## src/rtl/ata_irq_pkg.sv

```systemverilog
// Package: shared types and defaults for the interrupt request controller.
// Assumes: one decoded disable bit inside the control-register data.
package ata_irq_pkg;

    // Default width of the device-control register data
    localparam int unsigned CTL_W_DEF    = 8;
    // Bit position of the interrupt-disable bit in control data
    localparam int unsigned DIS_BIT_DEF  = 1;

    // Combined event seen by the pending flag in one cycle
    typedef struct packed {
        logic set;
        logic clr;
    } pend_evt_t;

endpackage

```

## src/rtl/ata_irq_pend.sv

```systemverilog
// Module: pending-request flag.
// Holds one bit. A set event has priority over a clear event in the same cycle.
// Assumes events are single-cycle pulses, synchronous to clk.
module ata_irq_pend
    import ata_irq_pkg::*;
(
    input  logic      clk,
    input  logic      rst_n,
    input  pend_evt_t evt_i,
    output logic      pend_o
);

    logic pend_q;

    // Update the flag: reset clears, set wins over clear
    always_ff @(posedge clk) begin
        if (!rst_n)          pend_q <= 1'b0;
        else if (evt_i.set)  pend_q <= 1'b1;
        else if (evt_i.clr)  pend_q <= 1'b0;
    end

    assign pend_o = pend_q;

endmodule

```

## src/rtl/ata_irq_mask.sv

```systemverilog
// Module: interrupt-disable bit captured from control-register writes.
// Only bit DIS_BIT of the write data is decoded; other bits are dropped.
// Assumes the write strobe lasts one cycle.
module ata_irq_mask #(
    parameter int unsigned CTL_W   = 8,
    parameter int unsigned DIS_BIT = 1
) (
    input  logic             clk,
    input  logic             rst_n,
    input  logic             wr_i,
    input  logic [CTL_W-1:0] data_i,
    output logic             dis_o
);

    logic dis_q;

    // Capture the disable bit on each control write
    always_ff @(posedge clk) begin
        if (!rst_n)     dis_q <= 1'b0;
        else if (wr_i)  dis_q <= data_i[DIS_BIT];
    end

    assign dis_o = dis_q;

endmodule

```

## src/rtl/ata_irq_out.sv

```systemverilog
// Module: registered output stage.
// Presents the pending flag gated by the disable bit, one clock after the state.
// Assumes both inputs come from registers in the same clock domain.
module ata_irq_out (
    input  logic clk,
    input  logic rst_n,
    input  logic pend_i,
    input  logic dis_i,
    output logic irq_o
);

    logic irq_q;

    // Register the gated request level
    always_ff @(posedge clk) begin
        if (!rst_n) irq_q <= 1'b0;
        else        irq_q <= pend_i & ~dis_i;
    end

    assign irq_o = irq_q;

endmodule

```

## src/rtl/ata_irq_ctrl.sv

```systemverilog
// Module: top of the interrupt request controller.
// Merges the device-side raise/clear pulses with the host accesses that clear
// a request. It then keeps the pending flag and the disable bit, and drives
// the gated, registered request line.
// Assumes every strobe input is a single-cycle pulse synchronous to clk.
module ata_irq_ctrl
    import ata_irq_pkg::*;
#(
    parameter int unsigned N_SRC   = 2,
    parameter int unsigned CTL_W   = CTL_W_DEF,
    parameter int unsigned DIS_BIT = DIS_BIT_DEF
) (
    input  logic             clk,
    input  logic             rst_n,
    input  logic [N_SRC-1:0] raise_i,
    input  logic [N_SRC-1:0] clear_i,
    input  logic             stat_rd_i,
    input  logic             busy_i,
    input  logic             cmd_wr_i,
    input  logic             ctl_wr_i,
    input  logic [CTL_W-1:0] ctl_data_i,
    output logic             irq_o
);

    pend_evt_t evt;
    logic      host_clr;
    logic      pend_q;
    logic      dis_q;

    // Build the combined event: any raise source sets; any clear cause clears
    always_comb begin
        host_clr = cmd_wr_i | (stat_rd_i & ~busy_i);
        evt.set  = |raise_i;
        evt.clr  = (|clear_i) | host_clr;
    end

    ata_irq_pend u_pend (
        .clk    (clk),
        .rst_n  (rst_n),
        .evt_i  (evt),
        .pend_o (pend_q)
    );

    ata_irq_mask #(
        .CTL_W   (CTL_W),
        .DIS_BIT (DIS_BIT)
    ) u_mask (
        .clk    (clk),
        .rst_n  (rst_n),
        .wr_i   (ctl_wr_i),
        .data_i (ctl_data_i),
        .dis_o  (dis_q)
    );

    ata_irq_out u_out (
        .clk    (clk),
        .rst_n  (rst_n),
        .pend_i (pend_q),
        .dis_i  (dis_q),
        .irq_o  (irq_o)
    );

endmodule

```

## config.mk

```make
export PLATFORM = sky130hd
export DESIGN_NAME = ata_irq_ctrl
export DESIGN_NICKNAME = d
export VERILOG_FILES = /design/src/rtl/ata_irq_pkg.sv /design/src/rtl/ata_irq_pend.sv /design/src/rtl/ata_irq_mask.sv /design/src/rtl/ata_irq_out.sv /design/src/rtl/ata_irq_ctrl.sv
export SDC_FILE = /design/constraint.sdc
export NUM_CORES = 1
export LEC_CHECK = 0
export ABC_AREA = 1
export BUFFER_PORTS_ARGS = -buffer_cell sky130_fd_sc_hd__buf_2
export CAP_MARGIN = 20
export CELL_PAD_IN_SITES_DETAIL_PLACEMENT = 0
export CELL_PAD_IN_SITES_GLOBAL_PLACEMENT = 1
export CORE_AREA = 2 2 39 41
export CTS_CLUSTER_DIAMETER = 50
export DETAILED_ROUTE_END_ITERATION = 8
export DIE_AREA = 0 0 41 43
export HOLD_SLACK_MARGIN = 0.03
export MAX_ROUTING_LAYER = met4
export PLACE_DENSITY = 0.56
export SYNTH_ARGS = -nofsm -noshare
export SYNTH_HDL_FRONTEND = slang
export SYNTH_HIERARCHICAL = 1
export SYNTH_SLANG_ARGS = --single-unit
```

## constraint.sdc

```tcl
create_clock -name clk -period 0.8 [get_ports clk]
set_input_delay 0.04 -clock clk [delete_from_list [all_inputs] [get_ports clk]]
set_output_delay 0.04 -clock clk [all_outputs]
set_load 0.05 [all_outputs]
```

## After elaboration in Yosys (flattened, before gate mapping)

Index checks and enable logic that the tools add are counted.

| word-level totals | value |
|---|---|
| flip-flop bits (word level) | 3 |
| bits of input ports | 18 |
| output and inout port bits | 1 |
| word-level logic and storage cells | 14 |

| cells by class | value |
|---|---|
| multiplexer cells | 2 |
| bitwise gates (word level) | 6 |
| reductions and logical operators | 3 |

Operators by type and width:

| kind | number |
|---|---|
| $reduce_or 2->1 | 2 |
| $and 1x1->1 | 2 |
| $mux 1 | 2 |
| $not 1->1 | 2 |
| $or 1x1->1 | 2 |
| $reduce_bool 2->1 | 1 |

## Depth between registers and ports, before layout

Gate-level depths: netlist of run 1.

| logic depth | value |
|---|---|
| depth in word-level cells | 6 |
| depth in mapped cells | 6 |

## Hierarchy

Netlist of run 1, hierarchy kept.

By module, submodules not included:

| module | instances | cells each | area an instance (um^2) |
|---|---|---|---|
| ata_irq_pend | 1 | 6 | 43.8 |
| ata_irq_mask | 1 | 6 | 41.3 |
| ata_irq_out | 1 | 3 | 30.0 |
| ata_irq_ctrl | 1 | 6 | 26.3 |

## Worst setup path after synthesis of run 1

No wires, ideal clock.

| path | value |
|---|---|
| path kind | register to output |
| from | reg u_out.irq_q (netlist: u_out/irq_o) |
| to | out irq_o |
| arrival time | 587 ps |
| data required time | 760 ps |
| slack | 173 ps |
| stages on the path, launching flop included | 1 |
| cells stage by stage | dfxtp_1 |

RTL lines:

| what | RTL line | text |
|---|---|---|
| from (decl) | ata_irq_out.sv:12 | `logic irq_q;` |
| from (signal assigned) | ata_irq_out.sv:17 | `else irq_q <= pend_i & ~dis_i;` |
| to (decl) | ata_irq_ctrl.sv:22 | `output logic irq_o` |

No word-level cell between the ends.

## Worst setup path in the final report of run 1

| path | value |
|---|---|
| from | reg u_out.irq_q (netlist: u_out/irq_o) |
| to | out irq_o |

No word-level cell between the ends.

==> summary.md, run 1 <==
For the total nets after synthesis, the log shows 39. For the global-route wire length before repair, the log shows 607 µm. The run gives 167 as the fill cell instance count of the final layout.

Setup repair after global routing left no endpoint under its margin. The area growth from synthesis to layout is 76.1%. Static timing analysis puts the maximum clock frequency at 1340 MHz.

Detailed placement ended at an HPWL of 237 µm. Dividing the detail-routed wire length by the instance count gives 5.67 µm. The most instantiated flip-flop cell in the synthesis netlist is dfxtp_1. The fraction of post-synthesis cell area in the top cell type by area came out at 0.425. The run finished with clean final reports. Hold repair after CTS inserted 0 buffers.

The biggest cell delay along the critical path was 0.31 ns. Ranked by instance count, the synthesized netlist is headed by inv_1, nand2_1, dfxtp_1. For the count of inserted antenna diode cells, the log shows 0.

The class of the tightest hold or removal check was in -> reg. Dividing total power by cell area gives a power density of 2020 nW/µm². The total area inside the core boundary comes to 1380 µm². On the critical path the largest part of the delay comes from flip-flops.

19 I/O pins were placed. Once detail routing completed, the nets flagged for antenna violations numbered 0. Clock-pin slew was measured on the worst setup and hold paths at 0.04 ns. Internal portion of total power: 0.381 mW. The data arrival time of the critical path came out at 0.71 ns. The final-report max-slew violation count was 0.

Buffers inserted during clock tree synthesis total 3. In the final layout, flip-flops and latches occupy 60.1 µm². The total leakage power is 0.147 nW. Walking the worst path, the cells encountered are buf_6. The tools report the initial core utilization as 0.102. The logs give 190 for the number of global-route vias before repair and 6 for the yosys synthesis warning count. The switching power share of the total was 0.242; the instance count after placement with tap cells included was 48. Maximum fanout along the worst path: 1. The fraction of the cycle the final worst path needs was 0.931. The routed layout has 171 vias. The cell type of the slowest stage on the worst timing path was dfxtp_1.

In this run the deepest clock path goes through 2 buffers. After detailed routing, the number of vias per cell comes to 3.29. The share of synthesized registers carrying an async set or reset works out to 0.

The setup clock skew after layout was 0.0000653 ns; the post-synthesis sequential element count was 3. Combined global-route utilization of all metal layers: 0.0585. Setup total negative slack on the finished layout was measured at 0 ns. The number of antenna violations at the first check in global routing came out at 0. Summed over all layers, the routed wires come to 295 µm. For this run the aggregate overflow at the end of global routing stands at 0.

Setup violations remaining at the end of the flow were counted as 0. For the combinational share of power, the log shows 0.128. The number of buffers and inverters on the critical path works out to 1.

By instance count, the leading cell after synthesis is inv_1. The worst slew margin relative to its limit was 0.928; the number of hold-slack violations in the final timing report was 0. For the gate count of the mapped netlist, the log shows 21.

Yosys mapped a number of flops with a built-in enable equal to 0. The multi-input combinational cells in the finished layout cover a total of 58.8 µm². The floorplan step defined a die boundary enclosing 1760 µm².

TritonCTS built the clock tree. The run gives 0.498 as the weighted congestion reported at the end of routability-driven placement. The master cell of the clock root buffer was clkbuf_4. The die is 43 µm tall. The core occupancy in the finished layout is 0.180, and the horizontal die dimension is 41 µm.

The run gives 0.543 as the proportion of power drawn by the clock network. Yosys mapped the design onto 8 distinct sky130hd cell types. The total number of H-tree levels was 1.

The critical path is of the reg -> out type. The finished cells cover 249 µm². The total iterations of the first detailed-routing run came out at 2. The design draws 0.503 mW.

Yosys attributes the largest share of cell area to dfxtp_1, inv_1, nand2_1, nor2_2, a21oi_2. The run gives 0.425 as the share of synthesized area occupied by flip-flops and latches. The tools report the largest vdd supply drop as 385 µV. The count of buffers inserted at the top-level ports was 11; the critical path data required time was 0.76 ns. At the pin with the least slew margin, the transition time is 0.107 ns. Summing every instance area after synthesis gives 141 µm². The placed instances occupy a cell area of 216 µm². Max-cap violations in this run came to 0.

After the flow finishes, the layout carries non-filler instances totaling 52. STA classifies the critical path endpoint as a primary output. The biggest area contributor in the post-synthesis netlist is dfxtp_1. STA classifies the critical path startpoint as a flop. After synthesis, the mean cell area works out to 6.73 µm².

The portion of total power attributed to sequential cells is 0.329. The analysis attributes to net switching a power of 0.122 mW. The tools report the number of sinks on the clock net as 3.

At the later pin of the worst-skew pair, clock insertion delay measures 0.24 ns. Clock period minus worst slack: 0.745 ns. The fraction of final layout cells sized beyond drive strength 1 came out at 0.472. The row count was 14; the pin count of the biggest net entering global routing was 4. In the routed design, unresolved DRC markers number 0. The number of DRC markers after the initial detailed-route iteration is 1, and the number of nets in the layout is 55.
[final timing paths]
kind / from / end / slack, ns / cells after the start
worst max register to register: u_mask/dis_o / u_mask/dis_o / 0.21 / 2
worst min register to register: u_mask/dis_o / u_out/irq_o / 0.43 / 1
worst min-delay path: ctl_wr_i / u_mask/dis_o / 0.04 / 3
worst max-delay path: u_out/irq_o / irq_o / 0.05 / 1
[cell usage in the layout, fill, tap and decap left out]
cell and n:
nand3_1 1, nor2_1 2, nand2_1 5, or2_1 1, clkbuf_4 3, clkbuf_1 1, dfxtp_1 3, a21oi_2 1
nor2_2 2, inv_1 6, buf_2 10, buf_6 1
[logic make-up (layout without fill, tap and decap cells)]
logic type             count (synthesis)  count (layout)  synth area share
flip-flops                             3               3             0.425
AO/OA/AOI/OAI                          1               1            0.0620
buffers and inverters                  6              21             0.159
AND/OR/NAND/NOR                       11              11             0.354
[power groups by stage]
stage          combinational (mW)  clock (mW)  sequential, mW
6_report                   0.0645       0.273           0.166
5_1_grt                    0.0749       0.310           0.167
4_1_cts                    0.0640       0.288           0.165
3_5_place_dp               0.0623           0           0.167
3_3_place_gp               0.0618           0           0.167
2_1_floorplan              0.0232           0           0.176
[routing by layer]
layer  GRT usage  part of all wire
met1      0.0351              0.32
met2      0.0875              0.49
met3      0.0628              0.16
met4      0.0400             0.031
met5           -                 0
[registers in the layout (all words and copies together) (netlist names)]
register and cells:
u_out/irq_o 1, u_pend/pend_o 1, u_mask/dis_o 1
[final cells by class]
cell class | instances | area share
clock buffers | 4 | 0.106
inverters | 6 | 0.0905
multi-input cells | 12 | 0.236
flip-flops and latches | 3 | 0.241
well taps | 16 | 0.0804
repair buffers | 11 | 0.246
[stage by stage]
step	setup slack (ns)	hold WS [ns]
finish	0.0550	0.0434
global route	0.00730	0.0404
CTS	0.0325	0.0416
detailed placement	0.215	0.292
global placement	0.220	0.287
floorplan	0.173	0.162
[timing repair]
| item | in CTS | in global routing |
|---|---|---|
| endpoints found under the setup margin | 1 | 1 |
| gates resized for setup | 1 | 1 |
| hold endpoints to repair | 0 | 0 |
| setup buffers | 0 | 0 |
Note: power is estimated with default switching activity, not from simulation.
==> inputs of run 2 (changes only) <==
- CTS_BUF_LIST: default -> sky130_fd_sc_hd__clkbuf_16
- clock period: 0.8 -> 0.84 ns (I/O delays scaled with it)
==> summary.md, run 2 (same netlist as run 1, synthesis figures left out) <==
The worst slew margin relative to its limit is 0.837, and the number of setup violations in the final report is 0. Die boundary height: 43 µm. Hold repair after CTS inserted 0 buffers.

For this design the top-level I/O count stands at 19. The remaining design rule violation count was 0; the number of hold-slack violations in the final timing report was 0. The total negative setup slack was 0 ns.

The startpoint identified for the worst hold timing path is ctl_wr_i. Power comes to 0.946 mW. For the worst setup path, the data required time is 0.80 ns. For the number of nets in the layout, the log shows 55.

The floorplan step defined a die boundary enclosing 1760 µm². The tree is rooted in a clkbuf_16. The top cell types in the final layout, fill and taps aside, are buf_2, inv_1, nand2_1. The flop-to-flop setup slack came out at 0.25 ns. The row count is 14, and the total global routing overflow is 0. The largest buffer count on any clock path is 2.

The run gives 0.166 as the portion of total power attributed to sequential cells. For the number of global-route vias before repair, the log shows 185. The tools report the final-report max-slew violation count as 0. The first detailed-routing pass took 2 iterations.

The number of antenna violations at the first check in global routing is 0, and the number of buffers inserted during clock tree synthesis is 3. The classification of the worst setup path is reg -> out. For this design the ratio of total power to cell area is 3200 nW/µm². TritonCTS built the clock tree. The tool flagged a number of max-cap violations equal to 0. The standard cell core area came out at 1380 µm².

After the first detailed-routing iteration, the DRC count stood at 2. The number of buffers and inverters on the critical path came out at 1. The switching power share of the total was 0.161; the total leakage power was 0.173 nW.

For the wire length on met2, the log shows 146 µm. At the later pin of the worst-skew pair, clock insertion delay measures 0.22 ns. Traced cell by cell, the critical path runs through buf_2.

The detailed router used layers up to and including met4. 0 antenna diodes ended up in the layout. The combinational share of power was 0.062.

In the final routing, the length of wire on met1 measures 88 µm. For this design the total switching power over the nets is 0.152 mW. After detailed routing, the met3 layer carries 45 µm of wire.

Fill cells in the final layout number 160. Summed over all nets, the half-perimeter wirelength after detailed placement is 237 µm. Setup repair after global routing left no endpoint under its margin.

Across the VDD grid, the largest voltage drop is 728 µV. The initial core utilization is 0.102, and the aggregate routed wire length is 297 µm. The logic depth of the worst setup path including buffers was 1.

The fraction of final layout cells sized beyond drive strength 1 is 0.472. The sort of element at the end of the critical path was a primary output. The count of buffers added by post-CTS timing repair for setup was 0. Last element of the critical path: irq_o.

The number of cells on the worst reg-to-reg path is 2. Input and output buffers added on the ports amount to 11. The tools report the multi-input combinational cell area as 58.8 µm². The fraction of the cycle the final worst path needs works out to 0.950. The tools report the pin count of the biggest net entering global routing as 4. The critical path starts at u_out/irq_o.

In this run the worst hold path is classified as in -> reg. The run gives 0.772 as the proportion of power drawn by the clock network. The tools report the total number of H-tree levels as 1. The routed layout has 168 vias. The run finished with clean final reports. STA puts the critical path data arrival time at 0.76 ns. The biggest cell delay along the critical path was 0.29 ns; the upper clock frequency limit was 1250 MHz.

The startpoint kind of the worst setup timing path was a flop. The detailed-route vias per instance was 3.23. Leaving out fill and tap cells, the most frequent cell in the layout is buf_2.

The first global-routing pass estimated 593 µm of wire. The number of gates given a new drive strength after cts was 0. The clock period minus worst slack is 0.798 ns. Registers take 60.1 µm². The internal portion of total power was 0.794 mW. Between clock sinks in the finished design, the worst skew comes to 0.00170 ns. In this design, the largest share of critical-path delay is due to flip-flops. The floorplan step set the die width to 41 µm. Post-detailed-route wirelength per cell: 5.71 µm. The largest individual stage delay along the critical path comes from the cell dfxtp_1. The maximum fanout along the worst path was 1; the remaining antenna violation count after routing was 0. The tools report the critical register-to-register path endpoint as u_mask/dis_o. The slew at the pin closest to its max-slew limit was 0.246 ns; the number of sinks on the clock net was 3. The layout-stage area growth over the synthesis result is 109%, and the clock slew at the register clock pins of the worst setup and hold paths is 0.03 ns. The tools report the weighted congestion reported at the end of routability-driven placement as 0.498. In this run the critical register-to-register path is launched from u_mask/dis_o. For the combined global-route utilization of all metal layers, the log shows 0.0647.
-- run 2: cell count changes in the layout (fill, tap and decap cells not counted) --
cell / previous run / this run
clkbuf_1: 1 / 0
buf_6: 1 / 0
clkbuf_16: 0 / 3
inv_1: 6 / 7
clkbuf_4: 3 / 0
buf_2: 10 / 11
-- run 2: per-layer routing --
metal / GRT usage / vias up
li1: - / 88
met1: 0.0319 / 73
met2: 0.0813 / 5
met3: 0.0628 / 2
met4: 0.100 / 0
met5: - / -
-- run 2: power by group through the flow --
stage          clock network, mW  registers (mW)  logic, mW
5_1_grt                    0.770           0.159     0.0678
3_5_place_dp                   0           0.159     0.0594
4_1_cts                    0.749           0.157     0.0594
6_report                   0.731           0.157     0.0582
2_1_floorplan                  0           0.168     0.0221
3_3_place_gp                   0           0.159     0.0589
-- run 2: area by class of cell --
| class | count | area share |
|---|---|---|
| clock inverter | 1 | 0.0127 |
| tap | 16 | 0.0678 |
| sequential | 3 | 0.203 |
| timing repair buffer | 11 | 0.186 |
| clock buffer | 3 | 0.254 |
| inverter | 6 | 0.0763 |
| multi-input combinational | 12 | 0.199 |
-- run 2: per-stage QoR --
| step | setup slack [ns] | cell area [µm²] | hold slack, ns | util | cells |
|---|---|---|---|---|---|
| global placement | 0.258 | 216 | 0.289 | 0.156 | 48 |
| CTS | 0.0371 | 295 | 0.0665 | 0.213 | 52 |
| detailed placement | 0.255 | 216 | 0.294 | 0.156 | 48 |
| floorplan | 0.211 | 141 | 0.164 | - | 21 |
| global route | 0.00307 | 295 | 0.0737 | 0.213 | 52 |
| finish | 0.0418 | 295 | 0.0635 | 0.213 | 52 |
-- run 2: how the worst min path moves through the flow --
stage | end | cells after the start
after floorplan | u_pend/pend_o | 2
after detailed placement | u_mask/dis_o | 3
final | u_mask/dis_o | 3
after global placement | u_mask/dis_o | 3
after CTS | u_mask/dis_o | 3
after global routing | u_pend/pend_o | 3
==> inputs of run 3 (changes only) <==
- CTS_BUF_LIST: sky130_fd_sc_hd__clkbuf_16 -> default
- clock period: 0.84 -> 1.03 ns (I/O delays scaled with it)
==> summary.md, run 3 (same netlist as run 1, synthesis figures left out) <==
The floorplan has 14 rows. Entering global routing, the biggest net connects 4 pins. The class of the tightest hold or removal check was in -> reg. The fraction of final layout cells sized beyond drive strength 1 was 0.472. For this design, the CTS-stage hold fixing added 0 buffers. The number of antenna violations at the first check in global routing is 0. The tools report the die outline area as 1760 µm². The run gives 0.000115 ns as the setup clock skew after layout. Derived from the worst setup path, the maximum achievable clock frequency is 1210 MHz.

The critical path is of the reg -> out type. In this run, CTS created clock tree buffers numbering 3. The design draws 0.386 mW. The routed design could run at a clock period as short as 0.824 ns. The tools report the initial core utilization as 0.102. Most common cell after layout, fill and taps aside: buf_2.

Clock tree synthesis selected as its root buffer the cell clkbuf_4. The slew at the pin closest to its max-slew limit was 0.246 ns; the maximum fanout along the worst path was 1. The logs give 1380 µm² for the standard cell core area and 3 for the number of sinks on the clock net. The weighted congestion reported at the end of routability-driven placement came out at 0.498.

The total negative setup slack was 0 ns. The startpoint identified for the worst hold timing path is ctl_wr_i. Timing analysis after detailed placement gives a worst setup slack of 0.437 ns. The first global-routing pass estimated 579 µm of wire. For this run, design rule violations remaining after detail routing come to 0.

After clock tree synthesis, the clock-pin slew on the worst setup and hold paths is 0.04 ns. The die is 41 µm wide. The kind of cell with the highest combined delay along the critical path is flip-flops. The run gives 0 as the remaining antenna violation count after routing.

For this run, the slowest stage of the critical path takes 0.29 ns. At the later pin of the worst-skew pair, clock insertion delay measures 0.24 ns. Across the run, the number of max-cap violations was 0. The run gives 0.837 as the worst slew margin relative to its limit. Input and output buffers added on the ports amount to 11. The highest metal layer with signal wires was met3. Dividing the detail-routed wire length by the instance count gives 5.65 µm.

The run gives 19 as the count of pins on the block boundary. The signal on the critical path passes through buf_2. Detailed routing placed a total of 40 µm of wire on met3. The aggregate routed wire length came out at 294 µm.

The run gives 0 as the number of hold-slack violations in the final timing report. The worst register-to-register path begins at u_mask/dis_o. For the final-report max-slew violation count, the log shows 0.

The number of nets in the layout was 55. Largest buffer count on any clock path: 2. The run gives 0.146 nW as the total leakage power. For the worst setup path, the data required time is 0.98 ns.

The run finished with clean final reports. TritonCTS built the clock tree. Relative to the synthesized area, the layout overhead comes to 71.7%.

The routed length on met1 came out at 104 µm. Final HPWL from detailed placement: 237 µm. The run gives 1 as the number of DRC markers after the initial detailed-route iteration. Before antenna repair, the detailed router went through 2 iterations.

Via count: 164. The top cell types in the final layout, fill and taps aside, are buf_2, inv_1, nand2_1. The number of buffers and inverters on the critical path was 1; the total number of H-tree levels was 1.

In this run the worst setup path begins at u_out/irq_o. The total overflow left after global routing is 0. The largest vdd supply drop was 299 µV. The setup slack after layout is 0.206 ns. Dividing the detail-routed via count by the number of cells gives 3.15.

Once the clock tree was built, the setup fixing pass inserted 0 buffers. 0 antenna diodes ended up in the layout. After detailed routing, the met2 layer carries 149 µm of wire.

Sort of element at the end of the critical path: a primary output. The logs give 182 for the number of global-route vias before repair and 0 for the number of setup violations in the final report. Fraction of the cycle the final worst path needs: 0.800. Once the clock tree was built, the resizer swapped 0 gates to a different size.

Power per cell area: 1590 nW/µm². Non-filler instance count after layout: 52. Startpoint kind of the worst setup timing path: a flop.

For the core occupancy in the finished layout, the log shows 0.175. The die boundary height was 43 µm; the instance count after placement with tap cells included was 48. The slowest stage of the critical path belongs to the cell dfxtp_1. For the worst setup path, the data arrival time is 0.77 ns. Setup repair after global routing left no endpoint under its margin.

The run gives 0.0565 as the combined global-route utilization of all metal layers.
==> run 3: cell count changes in the layout (fill, tap and decap cells not counted) <==
cell       previous run  this run
inv_1                 7         6
clkbuf_4              0         3
clkbuf_16             3         0
clkbuf_1              0         1
==> run 3: through the flow <==
step / hold WS [ns] / area (µm²)
3_3_place_gp: 0.299 / 216
3_5_place_dp: 0.304 / 216
2_1_floorplan: 0.173 / 141
4_1_cts: 0.0531 / 243
6_report: 0.0558 / 243
5_1_grt: 0.0519 / 243
==> run 3: worst register-to-register path, stage by stage (launching register included) <==
cell and delay [ns]:
dfxtp_1 0.31, nor2_1 0.12, nor2_2 0.05
==> run 3: layout make-up <==
cell class                 instances  area, µm²
fill                             167       1140
inverter                           6       22.5
timing repair buffer              11       55.1
tap                               16       20.0
multi-input combinational         12       58.8
clock buffer                       4       26.3
sequential                         3       60.1
==> run 3: per-layer routing <==
layer  vias up  GRT usage
li1         88          -
met2         5     0.0813
met3         0     0.0628
met5         -          -
met1        71     0.0351
met4         0     0.0400
==> run 3: final timing paths <==
check,endpoint,slack (ns),cells after the start
worst max-delay path,irq_o,0.21,1
worst min-delay path,u_mask/dis_o,0.06,3
worst max register to register,u_mask/dis_o,0.44,2
worst min register to register,u_out/irq_o,0.43,1
==> run 3: power breakdown <==
part	total (mW)	internal, mW	leakage (nW)	switching [mW]
registers	0.128	0.124	0.0250	0.00359
clock network	0.211	0.145	0.0150	0.0653
logic	0.0475	0.0235	0.106	0.0240
